### src/rtl/page_attr_pkg.sv
package page_attr_pkg;
  typedef enum logic {
    ATTR_UNCACHED = 1'b0,
    ATTR_CACHED   = 1'b1
  } attr_e;

  // pick one byte out of a packed attribute vector
  function automatic logic [7:0] attr_byte(input logic [255:0] v, input int idx);
    return v[idx*8 +: 8];
  endfunction
endpackage

### src/rtl/attr_bank.sv
module attr_bank #(
  parameter int NUM_PAGES = 256,
  parameter int BYTE_W    = 8,
  localparam int NUM_BYTES = NUM_PAGES / BYTE_W,
  localparam int IDX_W     = $clog2(NUM_BYTES)
) (
  input  logic                 clk,
  input  logic                 rst,
  input  logic                 we,
  input  logic [IDX_W-1:0]     idx,
  input  logic [BYTE_W-1:0]    wdata,
  output logic [BYTE_W-1:0]    rdata,
  output logic [NUM_PAGES-1:0] bits
);
  // one register byte per group of BYTE_W pages; all bits visible at once
  for (genvar g = 0; g < NUM_BYTES; g++) begin : g_byte
    always_ff @(posedge clk) begin
      if (rst)
        bits[g*BYTE_W +: BYTE_W] <= '0;
      else if (we && idx == IDX_W'(g))
        bits[g*BYTE_W +: BYTE_W] <= wdata;
    end
  end

  // read-first registered read port
  always_ff @(posedge clk) begin
    if (rst) rdata <= '0;
    else     rdata <= bits[idx*BYTE_W +: BYTE_W];
  end


  write_lands_chk: assert property (@(posedge clk) disable iff (rst)
    we |=> bits[$past(idx)*BYTE_W +: BYTE_W] == $past(wdata));


  idle_hold_chk: assert property (@(posedge clk) disable iff (rst)
    !we |=> $stable(bits));


  reset_clear_chk: assert property (@(posedge clk)
    rst |=> (bits == '0 && rdata == '0));
endmodule

### src/rtl/attr_lookup.sv
module attr_lookup #(
  parameter int ADDR_W = 16,
  parameter int PAGE_W = 8,
  localparam int NUM_PAGES = 1 << PAGE_W
) (
  input  logic [ADDR_W-1:0]    addr,
  input  logic [NUM_PAGES-1:0] bits,
  output logic                 cacheable
);
  import page_attr_pkg::*;

  logic [PAGE_W-1:0] page;
  logic              ctrl_page;
  attr_e             attr;

  always_comb begin
    page      = addr[ADDR_W-1 -: PAGE_W];
    ctrl_page = &page;
    attr      = attr_e'(bits[page]);
    cacheable = (attr == ATTR_CACHED) && !ctrl_page;
  end
endmodule

### src/rtl/page_cache_attr.sv
module page_cache_attr #(
  parameter int ADDR_W = 16,
  parameter int PAGE_W = 8,
  parameter int BYTE_W = 8,
  localparam int NUM_PAGES = 1 << PAGE_W,
  localparam int NUM_BYTES = NUM_PAGES / BYTE_W,
  localparam int IDX_W     = $clog2(NUM_BYTES)
) (
  input  logic              clk,
  input  logic              rst,
  input  logic [ADDR_W-1:0] acc_addr,
  output logic              acc_cacheable,
  input  logic              cfg_we,
  input  logic [IDX_W-1:0]  cfg_addr,
  input  logic [BYTE_W-1:0] cfg_wdata,
  output logic [BYTE_W-1:0] cfg_rdata
);
  logic [NUM_PAGES-1:0] attr_bits;

  attr_bank #(.NUM_PAGES(NUM_PAGES), .BYTE_W(BYTE_W)) u_bank (
    .clk   (clk),
    .rst   (rst),
    .we    (cfg_we),
    .idx   (cfg_addr),
    .wdata (cfg_wdata),
    .rdata (cfg_rdata),
    .bits  (attr_bits)
  );

  attr_lookup #(.ADDR_W(ADDR_W), .PAGE_W(PAGE_W)) u_lookup (
    .addr      (acc_addr),
    .bits      (attr_bits),
    .cacheable (acc_cacheable)
  );


  lookup_match_chk: assert property (@(posedge clk) disable iff (rst)
    (acc_addr[ADDR_W-1 -: PAGE_W] != '1) |-> acc_cacheable == attr_bits[acc_addr[ADDR_W-1 -: PAGE_W]]);


  ctrl_page_uncached_chk: assert property (@(posedge clk) disable iff (rst)
    (acc_addr[ADDR_W-1 -: PAGE_W] == '1) |-> !acc_cacheable);


  write_next_cycle_chk: assert property (@(posedge clk) disable iff (rst)
    (cfg_we && $stable(acc_addr) && acc_addr[ADDR_W-1 -: PAGE_W] != '1) |=>
      (acc_cacheable == attr_bits[acc_addr[ADDR_W-1 -: PAGE_W]]));
endmodule

### config.mk
export PLATFORM = sky130hd
export DESIGN_NAME = page_cache_attr
export DESIGN_NICKNAME = d
export VERILOG_FILES = /design/src/rtl/page_attr_pkg.sv /design/src/rtl/attr_bank.sv /design/src/rtl/attr_lookup.sv /design/src/rtl/page_cache_attr.sv
export SDC_FILE = /design/constraint.sdc
export NUM_CORES = 1
export LEC_CHECK = 0
export ABC_CLOCK_PERIOD_IN_PS = 2000
export BUFFER_PORTS_ARGS = -buffer_cell sky130_fd_sc_hd__clkbuf_2
export CELL_PAD_IN_SITES_DETAIL_PLACEMENT = 0
export CELL_PAD_IN_SITES_GLOBAL_PLACEMENT = 2
export CORE_MARGIN = 2
export CORE_UTILIZATION = 40
export CTS_BUF_LIST = sky130_fd_sc_hd__clkbuf_2 sky130_fd_sc_hd__clkbuf_4 sky130_fd_sc_hd__clkbuf_8
export CTS_CLUSTER_DIAMETER = 50
export DETAILED_ROUTE_END_ITERATION = 10
export GPL_TIMING_DRIVEN = 0
export PLACE_DENSITY = 0.77
export SYNTH_ARGS = -nofsm -noshare
export SYNTH_HDL_FRONTEND = slang
export SYNTH_SLANG_ARGS = --single-unit
### constraint.sdc
create_clock -name clk -period 2 [get_ports clk]
set_clock_uncertainty 0.2 [all_clocks]
set_input_delay 0.1 -clock clk [delete_from_list [all_inputs] [get_ports clk]]
set_output_delay 0.1 -clock clk [all_outputs]
set_load 0.005 [all_outputs]
======== After elaboration in Yosys (flattened, before gate mapping) ========
Index checks and enable logic that the tools add are counted.
operators by class
  magnitude comparators ................... 1
  eq/ne operators ......................... 31
  shift-type cells ........................ 1
  mux-type cells .......................... 2
  reduce and logical (&&, ||, !) cells .... 36
operators by type and width
  kind                                                                          number
  256-bit by 9-bit indexed part select with 8-bit output                        1
  5-bit equality test, second input constant                                    16
  5-bit by 4-bit equality test with 1-bit output, second input constant         8
  1-bit logical AND                                                             33
  5-bit by 3-bit equality test with 1-bit output, second input constant         4
  5-bit by 2-bit equality test with 1-bit output, second input constant         2
  8-bit by 9-bit less-than comparator with 1-bit output, second input constant  1
  1-bit binary-select mux with 8-bit select                                     1
  8-bit AND reduction                                                           1
  5-bit by 1-bit equality test with 1-bit output, second input constant         1
  5-bit logical NOT                                                             1
  1-bit logical NOT                                                             1
  1-bit two-way mux                                                             1
word-level totals
  flip-flop bits (word level) ............. 264

======== Logic depth before layout (Yosys ltp) ========
  depth in word-level cells ............... 3
  gate-level depth with buffers ........... 10
  mapped depth without buffers ............ 6

======== Hierarchy ========
A second synthesis with hierarchy kept.
second synthesis, totals
  cells, all modules ...................... 1493
  area total of the unflattened synthesis .. 14134.8 µm²
by module, submodules not included
  module       instances  cells an instance  area each (µm²)  seq. area each (µm²)
  attr_bank    1          1314               11890.2          5285.1
  attr_lookup  1          179                2244.7           0.0

======== Least setup slack after synthesis ========
Ideal clock, no wire load.
  path type ............................... input to register
  start ................................... input cfg_addr[0]
  end ..................................... register u_bank.rdata[4]
  setup time .............................. 0.128 ns
  arrival time ............................ 1.808 ns
  data required time ...................... 1.672 ns
  slack ................................... -0.136 ns
  stages .................................. 7
  cells stage by stage .................... clkbuf_1 buf_6 buf_4 mux4_2 mux4_2 mux2i_1 nor2_1
between the ends
  cells in the longest elaborated chain, start to end .. 1
ends and longest elaborated chain
  element                                                 line                   text
  start, declared                                         page_cache_attr.sv:14  input logic [IDX_W-1:0] cfg_addr,
  256-bit by 9-bit indexed part select with 8-bit output  attr_bank.sv:28        else rdata <= bits[idx*BYTE_W +: BYTE_W];
  end signal, assigned                                    attr_bank.sv:28
  end, declared                                           attr_bank.sv:12        output logic [BYTE_W-1:0] rdata,
Every way passes these cells.
A chain may end at the register's enable or synchronous reset.

======== Worst setup path in the final report ========
  start ................................... register u_bank.bits[15]
  end ..................................... output acc_cacheable
between the ends
  cells in the longest elaborated chain, start to end .. 3
ends and longest elaborated chain
  element                                    line                   text
  start, declared                            attr_bank.sv:13        output logic [NUM_PAGES-1:0] bits
  start signal, assigned by index            attr_bank.sv:21        bits[g*BYTE_W +: BYTE_W] <= wdata;
  1-bit binary-select mux with 8-bit select  attr_lookup.sv:19      attr = attr_e'(bits[page]);
  1-bit two-way mux (implied by the code)    attr_lookup.sv:19
  1-bit logical AND                          attr_lookup.sv:20      cacheable = (attr == ATTR_CACHED) && !ctrl_page;
  end, declared                              page_cache_attr.sv:12  output logic acc_cacheable,
Every way passes these cells. The select of a mux whose other input is x is not followed.

==> impl_results.md <==
* Highest clock rate at 0.3326 GHz
* Cell Pwr Density at 787.8 mW/mm2
* Die Area at 0.03527 mm2
* #FFs+latches synth at 264
* LEAKAGE at 6.026 nW
* Synthesis Warnings at 0
* Fill cell count at 3218
* Adder-Cell Fraction of Synth Area at 0%
* Max Cap Viol at 0
* Final setup viols at 6
* Vias in the first global route at 10510
* Die X at 187.8 um
* Fin nets at 1364
* Synthesized cell area at 0.01351 mm2
* Post-DRT Antenna Nets at 0
* Seq pwr share at 43.3%
* Synth Area in Simple Gates at 12.77%
* RSZ-0062 raised after global routing: yes
* Post-synth cell types at 32
* Chip Height at 187.8 um
* Later-pin clock latency in the skew report at 0.63 ns
* Util after Layout at 46.86%
* HPWL Detailed at 37.47 mm
* Status: finished, violations left
* Hold path depth at 5
* Synth top area cells: dfxtp_1 (39%), mux4_2 (24%), mux2i_1 (17%)
* TritonCTS clock tree: built
* Max-slew violation count at 0
* Top FF cell, synth: dfxtp_1
* Async S/R FF share, synth at 0%
* VDD IR max at 0.4747 mV
* DRT Wirelength at 51.45 mm
* Worst hold path class: in2reg
* Port buffer count at 27
* Largest net degree at the start of global routing at 13
* DRC violations left at 0
* Final min period at 3.007 ns
* Clock sinks at 264
* Starting Density at 40.50%
* Synth top area share at 39.11%
* Switching power of the nets at 3.203 mW
* Switching portion of total power at 26.01%
* Mapped Cells at 1238
* Multi-input gate area at 0.007780 mm2
* Total via count in the routed design at 10800
* Crit Path Max Fanout at 3
* FF+latch area at 0.005309 mm2
* CP Launch Type: flip-flop
* Failing checks: setup timing
* Clk buf depth at 3
* Net Count, Synth at 1270
* EDFF count, synth at 0
* Clock network power share at 48.0%
* DR vias/cell at 5.936
* Slew @ Worst Pin at 1.157 ns
* RD Place Congestion at 0.9627
* Layout cells sized above 1 at 25.46%
* R2R depth at 4
* First-pass GRT wire length at 74.21 mm
* Critical Path Sink Type: output port
* Detailed Route Iter0 Violations at 1246
* Routed len/inst at 28.27 um
* H-tree depth at 2
* CP Data Arrival Time at 2.71 ns
* Synthesized area per cell at 10.92 um2
* Grt ovf at 0
* Post-synthesis compound-gate area fraction at 3.389%
* Normalized max-slew margin at 22.88%
* Reg clk slew, reported paths at 0.06 ns
* Sequential area share after synthesis at 39.11%
* Final cycle utilization of the critical path at 150.3%
* TritonCTS buffer count at 49
* Setup ws final at -1.007 ns
* Multiplexer share of the synthesized area at 40.95%
* I/O pin total at 41
* Critical Path RT at 1.70 ns
* Post-Place Worst Slack at -1.215 ns
* Initial antenna violation count at 1
* Gate power share at 8.7%
* CP Class: reg2out
* Post-synth top area cell: dfxtp_1
* All-Layer GR Usage at 29.17%
* Rows at 67
* Final Hold Fails at 0
* Largest family of logic cells by synthesized area: multiplexers
* Synth Area in XOR/XNOR at 0%
* Core Region at 0.03336 mm2
* Layout overhead on the synthesized area at 15.68%
* Drt first pass iters at 5
* Root Buffer: clkbuf_8
* Int Pwr at 9.114 mW
## cells by family (layout without fill, tap and decap cells)
| kind of cell | after synthesis | count (layout) |
|---|---|---|
| flip-flops | 264 | 264 |
| AND/OR/NAND/NOR | 402 | 402 |
| AO/OA/AOI/OAI | 81 | 81 |
| buffers and inverters | 117 | 250 |
| multiplexers | 374 | 374 |
| other | 0 | 1 |
## area by class of cell
class | instances | area share, %
clock inverters | 11 | 0.6883
plain buffers | 112 | 3.513
repair buffers | 43 | 1.841
diodes | 1 | 0.01601
flip-flops and latches | 264 | 33.96
multi-input cells | 857 | 49.76
inverters | 5 | 0.1200
clock buffers | 79 | 6.515
well taps | 448 | 3.585
## layout by cell type (no fill, tap or decap), types with 6 or more instances in the layout
master | Yosys | layout
a21oi_1 | 53 | 53
buf_2 | 28 | 20
buf_4 | 4 | 15
clkbuf_1 | 76 | 73
clkbuf_2 | 0 | 30
clkbuf_4 | 0 | 11
clkbuf_8 | 0 | 68
clkinv_2 | 0 | 8
dfxtp_1 | 264 | 245
dfxtp_2 | 0 | 19
dlygate4sd3_1 | 0 | 13
mux2i_1 | 230 | 225
mux4_2 | 143 | 143
nand2_1 | 67 | 65
nand2b_1 | 6 | 6
nand3_1 | 58 | 58
nor2_1 | 225 | 224
nor2_2 | 12 | 13
nor2b_1 | 12 | 12
o22ai_1 | 8 | 8
## path summary, 6_finish.rpt
path	start	end	slack, ns
min reg2reg	u_bank.bits[16]	u_bank.bits[16]	0.27
max	u_bank.bits[15]	acc_cacheable	-1.01
max reg2reg	u_bank.bits[134]	u_bank.rdata[6]	-0.06
min	cfg_addr[2]	u_bank.bits[71]	0.06
## registers in the layout (all words and copies together), names as in the netlist
signal        flops
u_bank.bits     256
u_bank.rdata      8
## through the flow
| stage | total power [mW] | TNS [ns] | cells | cell area [um2] | hold WS [ns] |
|---|---|---|---|---|---|
| 2_1_floorplan | 6.058 | 0 | 1238 | 13560 | 0.04749 |
| 3_3_place_gp | 6.466 | -104.30 | 1713 | 14260 | 0.2364 |
| 3_5_place_dp | 6.466 | -106.19 | 1713 | 14260 | 0.2435 |
| 4_1_cts | 12.37 | -1.081 | 1819 | 15590 | 0.03813 |
| 5_1_grt | 12.62 | -1.302 | 1820 | 15630 | 0.09851 |
| 6_report | 12.32 | -1.115 | 1820 | 15630 | 0.06276 |
## power groups by stage
| stage | Clock, mW | Sequential, mW | Combinational, mW |
|---|---|---|---|
| after detailed placement | 0 | 5.45 | 1.02 |
| after floorplan | 0 | 5.43 | 0.627 |
| after global placement | 0 | 5.45 | 1.02 |
| final | 5.91 | 5.34 | 1.07 |
| after CTS | 5.99 | 5.33 | 1.04 |
| after global routing | 6.18 | 5.34 | 1.11 |
## metal layers
layer,global-route usage [%],vias up,share of wire (%)
li1,-,4731,-
met1,39.82,5455,43
met2,45.43,492,45
met3,5.708,126,7.7
met4,12.20,0,4.1
met5,0,-,0
## synthesized netlist by cell type (4+ instances only)
cell type  instances
a2111oi_0          4
o22ai_1            8
nand2b_1           6
nor2_2            12
mux4_2           143
nor2_1           225
nor4_1             4
o21ai_0            4
nor2b_1           12
dfxtp_1          264
inv_1              5
mux2i_1          230
a211oi_1           5
buf_2             28
clkbuf_1          76
buf_4              4
nand2_1           67
a21oi_1           53
nor3_1             4
nand3_1           58
## critical path, cell delays in order, from the launching register on
cell,delay (ns)
dfxtp_1,0.34
mux4_2,0.48
mux4_2,0.55
a22oi_2,0.22
a31oi_1,0.11
a22o_1,0.27
clkbuf_2,0.12
## repair_timing
| action | CTS | global route |
|---|---|---|
| endpoints found under the setup margin | 56 | 48 |
| setup buffers | 3 | 0 |
| hold endpoints to repair | 23 | 0 |
| resized for setup | 22 | 15 |
| hold buffers | 13 | 0 |
| pin swaps | 3 | 1 |
No activity file was read; power rests on OpenSTA's default activity.
